File: src/rtl/sdwr_pkg.sv
package sdwr_pkg;

  localparam int CFG_W = 3;

  typedef enum logic [3:0] {
    CMD_ACT   = 4'b0011,
    CMD_WRITE = 4'b0100,
    CMD_NOP   = 4'b0111
  } sd_cmd_e;

  typedef enum logic [2:0] {
    ST_IDLE,
    ST_ACT,
    ST_RCD,
    ST_DATA,
    ST_WREC,
    ST_PCHG
  } seq_state_e;

endpackage

File: src/rtl/sdwr_ctrl.sv
module sdwr_ctrl
  import sdwr_pkg::*;
#(
  parameter int BEATS = 4,
  parameter int LEAD  = 2,
  localparam int BEAT_W = $clog2(BEATS)
) (
  input  logic              clk,
  input  logic              rst_n,
  input  logic              req_fire,
  input  logic [CFG_W-1:0]  cfg_rcd,
  input  logic [CFG_W-1:0]  cfg_twr,
  input  logic [CFG_W-1:0]  cfg_tpc,
  output seq_state_e        state,
  output logic [BEAT_W-1:0] beat,
  output logic              dma_ack
);

  logic [CFG_W-1:0] cnt;
  logic [CFG_W-1:0] rcd_q, twr_q, tpc_q;
  logic [CFG_W-1:0] rcd_eff;

  assign rcd_eff = (cfg_rcd == '0) ? CFG_W'(1) : cfg_rcd;

  always_ff @(posedge clk) begin
    if (!rst_n) begin
      state <= ST_IDLE;
      cnt   <= '0;
      beat  <= '0;
      rcd_q <= CFG_W'(1);
      twr_q <= '0;
      tpc_q <= '0;
    end else begin
      case (state)
        ST_IDLE: begin
          if (req_fire) begin
            state <= ST_ACT;
            rcd_q <= rcd_eff;
            twr_q <= cfg_twr;
            tpc_q <= cfg_tpc;
          end
        end
        ST_ACT: begin
          cnt   <= rcd_q;
          state <= ST_RCD;
        end
        ST_RCD: begin
          if (cnt == CFG_W'(1)) begin
            state <= ST_DATA;
            beat  <= '0;
          end else begin
            cnt <= cnt - 1'b1;
          end
        end
        ST_DATA: begin
          beat <= beat + 1'b1;
          if (beat == BEAT_W'(BEATS - 1)) begin
            if (twr_q != '0) begin
              state <= ST_WREC;
              cnt   <= twr_q;
            end else if (tpc_q != '0) begin
              state <= ST_PCHG;
              cnt   <= tpc_q;
            end else begin
              state <= ST_IDLE;
            end
          end
        end
        ST_WREC: begin
          if (cnt == CFG_W'(1)) begin
            if (tpc_q != '0) begin
              state <= ST_PCHG;
              cnt   <= tpc_q;
            end else begin
              state <= ST_IDLE;
            end
          end else begin
            cnt <= cnt - 1'b1;
          end
        end
        ST_PCHG: begin
          if (cnt == CFG_W'(1)) state <= ST_IDLE;
          else cnt <= cnt - 1'b1;
        end
        default: state <= ST_IDLE;
      endcase
    end
  end

  // Strobe leads the data by LEAD cycles and lasts BEATS cycles.
  always_comb begin
    dma_ack = 1'b0;
    case (state)
      ST_ACT:  dma_ack = (rcd_q == CFG_W'(1));
      ST_RCD:  dma_ack = (cnt <= CFG_W'(LEAD));
      ST_DATA: dma_ack = (beat < BEAT_W'(BEATS - LEAD));
      default: dma_ack = 1'b0;
    endcase
  end

  AST_GAP_NONZERO: assert property (@(posedge clk) disable iff (!rst_n)
    state == ST_RCD |-> cnt != '0);

endmodule

File: src/rtl/sdwr_dpath.sv
module sdwr_dpath
  import sdwr_pkg::*;
#(
  parameter int BANK_W = 2,
  parameter int ROW_W  = 13,
  parameter int COL_W  = 10,
  parameter int ADDR_W = 13,
  parameter int AP_BIT = 10,
  parameter int DQ_W   = 64,
  parameter int BEATS  = 4,
  localparam int BEAT_W = $clog2(BEATS),
  localparam int MASK_W = DQ_W / 8
) (
  input  logic                  clk,
  input  logic                  rst_n,
  input  logic                  req_fire,
  input  logic [BANK_W-1:0]     req_bank,
  input  logic [ROW_W-1:0]      req_row,
  input  logic [COL_W-1:0]      req_col,
  input  logic [BEATS*DQ_W-1:0] req_data,
  input  seq_state_e            state,
  input  logic [BEAT_W-1:0]     beat,
  output logic [3:0]            sd_cmd,
  output logic [BANK_W-1:0]     sd_ba,
  output logic [ADDR_W-1:0]     sd_addr,
  output logic [DQ_W-1:0]       sd_dq,
  output logic                  sd_dq_oe,
  output logic [MASK_W-1:0]     sd_dqm
);

  logic [BANK_W-1:0]     bank_q;
  logic [ROW_W-1:0]      row_q;
  logic [COL_W-1:0]      col_q;
  logic [BEATS*DQ_W-1:0] data_q;
  logic [DQ_W-1:0]       word [BEATS];
  logic [BEAT_W-1:0]     sel;
  logic                  first_beat;

  always_ff @(posedge clk) begin
    if (!rst_n) begin
      bank_q <= '0;
      row_q  <= '0;
      col_q  <= '0;
      data_q <= '0;
    end else if (req_fire) begin
      bank_q <= req_bank;
      row_q  <= req_row;
      col_q  <= req_col;
      data_q <= req_data;
    end
  end

  for (genvar g = 0; g < BEATS; g++) begin : g_word
    assign word[g] = data_q[g*DQ_W +: DQ_W];
  end

  // Wrap within the aligned block: offset arithmetic truncated to BEAT_W.
  assign sel        = col_q[BEAT_W-1:0] + beat;
  assign first_beat = (state == ST_DATA) && (beat == '0);

  always_comb begin
    sd_cmd  = CMD_NOP;
    sd_addr = '0;
    if (state == ST_ACT) begin
      sd_cmd              = CMD_ACT;
      sd_addr[ROW_W-1:0]  = row_q;
    end else if (first_beat) begin
      sd_cmd              = CMD_WRITE;
      sd_addr[COL_W-1:0]  = col_q;
      sd_addr[AP_BIT]     = 1'b1;
    end
  end

  assign sd_ba    = bank_q;
  assign sd_dq_oe = (state == ST_DATA);
  assign sd_dq    = sd_dq_oe ? word[sel] : '0;
  assign sd_dqm   = sd_dq_oe ? '0 : '1;

  AST_MASK_CLOSED_IDLE: assert property (@(posedge clk) disable iff (!rst_n)
    state == ST_IDLE |-> sd_dqm == '1 && !sd_dq_oe);

endmodule

File: src/rtl/sdwr_burst_seq.sv
module sdwr_burst_seq
  import sdwr_pkg::*;
#(
  parameter int BANK_W = 2,
  parameter int ROW_W  = 13,
  parameter int COL_W  = 10,
  parameter int ADDR_W = 13,
  parameter int AP_BIT = 10,
  parameter int DQ_W   = 64,
  parameter int LEAD   = 2,
  localparam int BEATS  = 256 / DQ_W,
  localparam int BEAT_W = $clog2(BEATS),
  localparam int MASK_W = DQ_W / 8
) (
  input  logic                  clk,
  input  logic                  rst_n,
  input  logic                  req_valid,
  output logic                  req_ready,
  input  logic [BANK_W-1:0]     req_bank,
  input  logic [ROW_W-1:0]      req_row,
  input  logic [COL_W-1:0]      req_col,
  input  logic [BEATS*DQ_W-1:0] req_data,
  input  logic [CFG_W-1:0]      cfg_rcd,
  input  logic [CFG_W-1:0]      cfg_twr,
  input  logic [CFG_W-1:0]      cfg_tpc,
  output logic                  busy,
  output logic [3:0]            sd_cmd,
  output logic [BANK_W-1:0]     sd_ba,
  output logic [ADDR_W-1:0]     sd_addr,
  output logic [DQ_W-1:0]       sd_dq,
  output logic                  sd_dq_oe,
  output logic [MASK_W-1:0]     sd_dqm,
  output logic                  dma_ack
);

  seq_state_e        state;
  logic [BEAT_W-1:0] beat;
  logic              req_fire;

  assign busy      = (state != ST_IDLE);
  assign req_ready = !busy;
  assign req_fire  = req_valid && req_ready;

  sdwr_ctrl #(
    .BEATS (BEATS),
    .LEAD  (LEAD)
  ) u_ctrl (
    .clk      (clk),
    .rst_n    (rst_n),
    .req_fire (req_fire),
    .cfg_rcd  (cfg_rcd),
    .cfg_twr  (cfg_twr),
    .cfg_tpc  (cfg_tpc),
    .state    (state),
    .beat     (beat),
    .dma_ack  (dma_ack)
  );

  sdwr_dpath #(
    .BANK_W (BANK_W),
    .ROW_W  (ROW_W),
    .COL_W  (COL_W),
    .ADDR_W (ADDR_W),
    .AP_BIT (AP_BIT),
    .DQ_W   (DQ_W),
    .BEATS  (BEATS)
  ) u_dpath (
    .clk      (clk),
    .rst_n    (rst_n),
    .req_fire (req_fire),
    .req_bank (req_bank),
    .req_row  (req_row),
    .req_col  (req_col),
    .req_data (req_data),
    .state    (state),
    .beat     (beat),
    .sd_cmd   (sd_cmd),
    .sd_ba    (sd_ba),
    .sd_addr  (sd_addr),
    .sd_dq    (sd_dq),
    .sd_dq_oe (sd_dq_oe),
    .sd_dqm   (sd_dqm)
  );

  AST_ACT_THEN_GAP: assert property (@(posedge clk) disable iff (!rst_n)
    sd_cmd == CMD_ACT |=> sd_cmd == CMD_NOP);
  AST_WRITE_CARRIES_BEAT: assert property (@(posedge clk) disable iff (!rst_n)
    sd_cmd == CMD_WRITE |-> sd_dq_oe && sd_addr[AP_BIT]);
  AST_ACK_LEADS_DATA: assert property (@(posedge clk) disable iff (!rst_n)
    $rose(sd_dq_oe) |-> $past(dma_ack, 2) && !$past(dma_ack, 3));
  AST_FOUR_BEATS: assert property (@(posedge clk) disable iff (!rst_n)
    $fell(sd_dq_oe) |-> $past(sd_dq_oe, 4) && !$past(sd_dq_oe, 5));
  AST_QUIET_WHEN_IDLE: assert property (@(posedge clk) disable iff (!rst_n)
    !busy |-> sd_cmd == CMD_NOP && !dma_ack);
  AST_ACT_AFTER_ACCEPT: assert property (@(posedge clk) disable iff (!rst_n)
    req_fire |=> sd_cmd == CMD_ACT && busy);

endmodule

File: config.mk
export PLATFORM = sky130hd
export DESIGN_NAME = sdwr_burst_seq
export DESIGN_NICKNAME = d
export VERILOG_FILES = /design/src/rtl/sdwr_pkg.sv /design/src/rtl/sdwr_ctrl.sv /design/src/rtl/sdwr_dpath.sv /design/src/rtl/sdwr_burst_seq.sv
export SDC_FILE = /design/constraint.sdc
export NUM_CORES = 1
export LEC_CHECK = 0
export ABC_AREA = 1
export BUFFER_PORTS_ARGS = -buffer_cell sky130_fd_sc_hd__buf_4
export CAP_MARGIN = 0
export CORE_MARGIN = 4
export CORE_UTILIZATION = 56
export CTS_BUF_LIST = sky130_fd_sc_hd__clkbuf_4 sky130_fd_sc_hd__clkbuf_8 sky130_fd_sc_hd__clkbuf_16
export DETAILED_ROUTE_END_ITERATION = 12
export GPL_ROUTABILITY_DRIVEN = 1
export PLACE_DENSITY = 0.85
export REMOVE_ABC_BUFFERS = 1
export SYNTH_ARGS = -nofsm -noshare
export SYNTH_HDL_FRONTEND = slang
export SYNTH_SLANG_ARGS = --single-unit
File: constraint.sdc
create_clock -name clk -period 3.18 [get_ports clk]
set_input_delay 0.318 -clock clk [delete_from_list [all_inputs] [get_ports clk]]
set_output_delay 0.318 -clock clk [all_outputs]
set_load 0.02 [all_outputs]
==> impl_metrics.tcl, run 1 <==
set metrics [dict create \
    status "complete, no violations" \
    synth_cell_type_count 30 \
    synth_top_area_cell "dfxtp_1" \
    finalPower_mw 14.45 \
    slew_headroom 0.4797 \
    drive_above_1_share 0.2032 \
    timing.fmax_ghz 0.3256 \
    clockBufferDepth 3 \
    hold_path_class "primary input to flip-flop" \
    drt_wl_total_um 43890 \
    hold_violations 0 \
    grt_util_all_layers 0.3129 \
    ir_drop_mv 0.6520 \
    dp.cells 2470 \
    cap_violations 0 \
    synthToLayoutAreaGrowth_pct 37.34 \
    synth_edf_count 0 \
    path_clk_slew_ns 0.06 \
    worstMarginPinSlew_ns 0.7804 \
    chipWidth_um 161.8 \
    cts_tree "yes" \
    r2r-start "u_ctrl.state[0]$_SDFFE_PN0P_" \
    yosysMostFrequentCell "o21ai_0" \
    drv_slew 0 \
    num-nets-final 2598 \
    synthTopCellsByCount "o21ai_0 (399), dfxtp_1 (298), nand2_1 (291)" \
    hold_ws_ns 0.01419 \
    final_area_mm2 0.01818 \
    viasPerCell 5.487 \
    drc 0 \
    ctsHoldBuffers 109 \
    setup_tns_ns 0 \
    overflow 0 \
    dpl_cell_area_mm2 0.01604 \
    cellPowerDensity_mw_per_mm2 794.9 \
    io_buffer_count 386 \
    drtIter0Drc 1488 \
    rsz0062_at_grt "false" \
    required_ns 2.86 \
    min_from "req_data[215]" \
    syn_area_per_cell_um2 6.931 \
    syn_area_mm2 0.01324 \
    cts_resized 0 \
    grt_pass1_vias 13870 \
    ys_warn_count 0 \
    final_cells 2636 \
    setup_violations 0 \
    dr.pass1.iters 6 \
    die_area_mm2 0.02616 \
    timing.final.crit_share 0.9658 \
    vias 14470 \
    std_cell_rows 55 \
    arrival_ns 2.75 \
    routedWlPerCell_um 16.65 \
    yosysSeqAreaShare 0.4507 \
    diodes 0 \
    synthCells 1910 \
    clockRootBuffer "clkbuf_16" \
    min_path_cells 3 \
    grt_pass1_wl_um 68540 \
    antenna_found_initial 0 \
    routabilityCongestion 0.9213 \
    cts_setup_buffers 0 \
    clk_latency_ns 0.55 \
    synth-seq-cells 298 \
    core_mm2 0.02292 \
    synth_area_leaders "dfxtp_1 (45%), o21ai_0 (15%), a21oi_1 (8.7%), nand2_1 (8.3%), nor2_1 (8.0%)" \
    clkSinkCount 298 \
    boundaryPins 388 \
    fin_skew_ns 0.01262 \
    grt_max_degree 137 \
    cpPeakStageDelay_ns 0.67 \
    cp-startpoint "u_ctrl.state[0]$_SDFFE_PN0P_" \
    htree_levels 1 \
    ys.flop_type "dfxtp_1" \
    cpMostUsedCell "buf_4" \
    ant_nets 0 \
    finish.utilization 0.7934 \
    worstPathMaxFanout 58 \
    pre_cts_ws_ns 0.7766 \
    dp_hpwl_um 26770 \
    synthArstFlopShare 0 \
    start_kind "flip-flop" \
    cp-end-kind "primary output" \
    start_util 0.5777 \
    synth_top_area_frac 0.4507 \
    cp_slowest_cell "nand3_4" \
    p_leak_nw 7.837 \
    dieHeight_um 161.8 \
    min_period_ns 3.071 \
    numCtsBuffers 31 \
    fillers 1486 \
    path_cells "nand3_4 > buf_4 > a21oi_1 > buf_4" \
    reg2reg_depth 8 \
    critical_path_class "flip-flop to primary output" \
    setup_slack_ns 0.1088 \
]
==> layout make-up <==
type	count	area (um2)	area share
timing repair buffer	513	4253	0.2339
clock buffer	49	979.7	0.05388
sequential	298	5966	0.3281
inverter	180	688.2	0.03785
multi-input combinational	1275	5834	0.3209
tap	313	391.6	0.02154
clock inverter	8	68.82	0.003785
==> cells in the final DEF (no fill, tap or decap), types with 10 or more instances in the layout <==
| cell type | Yosys | routed |
|---|---|---|
| buf_4 | 19 | 393 |
| o21ai_1 | 26 | 26 |
| nand2_1 | 291 | 291 |
| nand3_1 | 14 | 14 |
| nor2_1 | 283 | 283 |
| clkbuf_16 | 0 | 31 |
| o21ai_0 | 399 | 399 |
| o22ai_1 | 10 | 10 |
| clkbuf_8 | 0 | 11 |
| buf_12 | 0 | 10 |
| dlygate4sd3_1 | 0 | 109 |
| a21oi_1 | 230 | 230 |
| inv_1 | 177 | 177 |
| dfxtp_1 | 298 | 298 |
==> where the power goes <==
| group | leakage, nW | internal [mW] | switching [mW] |
|---|---|---|---|
| clock network | 0.535 | 2.18 | 1.48 |
| registers | 2.47 | 4.90 | 0.494 |
| logic | 4.83 | 1.77 | 3.63 |
| total | 7.84 | 8.85 | 5.60 |
==> per-layer routing <==
| layer | vias to the layer above | part of all wire | global-route usage |
|---|---|---|---|
| met1 | 6548 | 0.37 | 0.3698 |
| met4 | 0 | 0.064 | 0.1811 |
| met3 | 209 | 0.092 | 0.07536 |
| li1 | 6932 | - | - |
| met5 | - | 0 | 0 |
| met2 | 776 | 0.47 | 0.5214 |
==> final timing paths <==
| check | end | slack [ns] |
|---|---|---|
| setup reg to reg | u_ctrl.rcd_q[0]$_SDFFE_PN1P_ | 0.63 |
| hold reg to reg | u_dpath.data_q[158]$_SDFFE_PN0P_ | 0.45 |
| hold / removal | u_dpath.data_q[215]$_SDFFE_PN0P_ | 0.01 |
| setup / recovery | sd_dq[9] | 0.11 |
==> cell families (layout without fill, tap and decap cells) <==
| kind of cell | after synthesis | in the layout | share of synthesized area |
|---|---|---|---|
| compound gates | 670 | 670 | 0.2559 |
| xor+xnor | 3 | 3 | 0.001985 |
| fa+ha+maj | 6 | 6 | 0.005671 |
| buf+inv | 337 | 750 | 0.1115 |
| flops | 298 | 298 | 0.4507 |
| other cells | 1 | 1 | 0.0002833 |
| simple gates | 595 | 595 | 0.1740 |
==> state kept, by name, indices dropped and copies added, names as in the netlist <==
signal and flops:
u_ctrl.state 3, u_dpath.sd_ba 2, u_ctrl.twr_q 3, u_ctrl.tpc_q 3, u_dpath.col_q 10, u_dpath.data_q 256
u_dpath.row_q 13, u_ctrl.rcd_q 3, u_ctrl.beat 2, u_ctrl.cnt 3
==> critical path: cells and delay by family (launching register included) <==
family                 cells  cell delay (ns)
and+or+nand+nor            1             0.67
buffers and inverters      2             0.67
DFF                        1             0.61
AOI/OAI and AO/OA          1             0.20
Note: power is estimated with default switching activity, not from simulation.
==> inputs of run 2 (changes only) <==
- SETUP_SLACK_MARGIN: default -> 0.3
- clock period: 3.18 -> 3.6 ns (I/O delays scaled with it)
==> run 2 against run 1 <==
  * Cell count fell by 4.3%
  * Critical path depth rose by 3
  * Clock power shrank 8.2%
  * Routed wire length shrank 8.1%
  * Core utilization fell by 4.9 points
  * Sequential power is 12% lower
  * First-iteration DRC count fell by 16%
  * Setup slack better by 0.33 ns
  * Largest power group is now registers
==> impl_metrics.tcl, run 2 (synthesis results as in run 1) <==
set metrics [dict create \
    min_period_ns 3.159 \
    clk_latency_ns 0.50 \
    drtIter0Drc 1254 \
    largest_register_ffs 256 \
    ir_drop_mv 0.5065 \
    drt_wl_total_um 40350 \
    std_cell_rows 55 \
    slew_headroom 0.3136 \
    drive_above_1_share 0.2114 \
    final_cells 2522 \
    boundaryPins 388 \
    min_from "req_bank[1]" \
    p_clk_frac 0.266 \
    dp_hpwl_um 26410 \
    critical_path_class "flip-flop to primary output" \
    status "complete, no violations" \
    grt_util_all_layers 0.2891 \
    routedWlPerCell_um 16.00 \
    die_area_mm2 0.02616 \
    chipWidth_um 161.8 \
    setup_violations 0 \
    reg2reg_to "u_ctrl.cnt[2]$_SDFFE_PN0P_" \
    cp-startpoint "u_ctrl.beat[0]$_SDFFE_PN0P_" \
    min_path_cells 3 \
    dp.cells 2467 \
    diodes 0 \
    grt_pass1_vias 12900 \
    clkSinkCount 298 \
    numCtsBuffers 34 \
    overflow 0 \
    path_clk_slew_ns 0.06 \
    power.switching_mw 4.767 \
    worstPathMaxFanout 23 \
    reg2reg_depth 7 \
    fillers 1821 \
    largestRegisters "u_dpath.data_q: 256 flops, u_dpath.row_q: 13 flops, u_dpath.col_q: 10 flops" \
    routabilityCongestion 0.8933 \
    timing.final.crit_share 0.8775 \
    start_util 0.5777 \
    arrival_ns 2.80 \
    grt_pass1_wl_um 62560 \
    setup_tns_ns 0 \
    drv_slew 0 \
    io_buffer_count 386 \
    cts_resized 0 \
    ant_nets 0 \
    p_leak_nw 7.369 \
    dr.pass1.iters 6 \
    antenna_found_initial 0 \
    p_seq_frac 0.377 \
    core_mm2 0.02292 \
    final_cell_mix "o21ai_0 (399), buf_4 (394), dfxtp_1 (298)" \
    drc 0 \
    final_common_cell "o21ai_0" \
    viasPerCell 5.359 \
    hold_path_class "primary input to flip-flop" \
    grt_max_degree 207 \
    cellPowerDensity_mw_per_mm2 738.2 \
    cts_setup_buffers 0 \
    cap_violations 0 \
    dpl_cell_area_mm2 0.01597 \
    clockRootBuffer "clkbuf_16" \
    hold_violations 0 \
    cts_tree "yes" \
    synthToLayoutAreaGrowth_pct 28.88 \
    worstMarginPinSlew_ns 1.030 \
    clockBufferDepth 3 \
    final_area_mm2 0.01706 \
    required_ns 3.24 \
    dieHeight_um 161.8 \
    ctsHoldBuffers 0 \
    hold_end "u_dpath.sd_ba[1]$_SDFFE_PN0P_" \
    htree_levels 2 \
    r2r-start "u_ctrl.state[0]$_SDFFE_PN0P_" \
    p_int_mw 7.828 \
    vias 13520 \
    largest-register "u_dpath.data_q" \
    r2r_slack_ns 0.97 \
    start_kind "flip-flop" \
    swShare 0.3785 \
    finish.utilization 0.7445 \
    rsz0062_at_grt "false" \
    p_comb_frac 0.357 \
    cp-end-kind "primary output" \
    fin_skew_ns 0.01102 \
    timing.fmax_ghz 0.3165 \
    num-nets-final 2489 \
]
==> run 2: cell types whose count changed in the layout (fill, tap and decap cells not counted), sizes merged <==
cell         delta
clkinv          -3
clkbuf          +1
dlygate4sd3   -109
buf             -3
==> run 2: final cells by class <==
type                            count  area [um2]  area share
Inverter                          180       688.2     0.04033
Multi-Input combinational cell   1275        5834      0.3420
Tap cell                          313       391.6     0.02295
Timing Repair Buffer              401        3089      0.1811
Sequential cell                   298        5966      0.3497
Clock buffer                       50        1039     0.06087
Clock inverter                      5       53.80    0.003153
==> run 2: worst max path at each step <==
stage | end | slack (ns) | cells after the start
after global routing | dma_ack | 0.32 | 3
after global placement | sd_dq[11] | 1.06 | 7
final | sd_dq[11] | 0.44 | 7
after detailed placement | sd_dq[11] | 1.01 | 7
after CTS | sd_dq[11] | 0.46 | 7
after floorplan | sd_dq[0] | -1.35 | 5
==> run 2: worst max-delay path: stages (launching register included) <==
cell and delay, ns:
dfxtp_1 0.41, ha_4 0.16, xor2_1 0.31, xor2_4 0.42, buf_4 0.40, nand2_1 0.10, a21oi_1 0.28, buf_4 0.22
==> run 2: metal layers <==
metal,global-route usage,vias up,part of all wire
li1,-,6705,-
met1,0.3348,6101,0.38
met2,0.4901,593,0.48
met3,0.08475,116,0.092
met4,0.1438,0,0.049
met5,0,-,0
==> run 2: power groups by stage <==
| stage | sequential, mW | clock (mW) | combinational [mW] |
|---|---|---|---|
| floorplan | 4.69 | 0 | 2.95 |
| CTS | 4.73 | 3.41 | 4.47 |
| finish | 4.74 | 3.36 | 4.50 |
| detailed placement | 4.79 | 0 | 4.42 |
| global placement | 4.75 | 0 | 4.30 |
| global route | 4.84 | 3.54 | 5.04 |
==> run 2: stage by stage <==
step,setup WS (ns),hold slack (ns),total power [mW]
floorplan,-1.350,0.4238,7.637
global placement,1.062,0.4319,9.046
detailed placement,1.009,0.4380,9.204
CTS,0.4589,0.06198,12.61
global route,0.3237,0.07400,13.42
finish,0.4408,0.08431,12.60
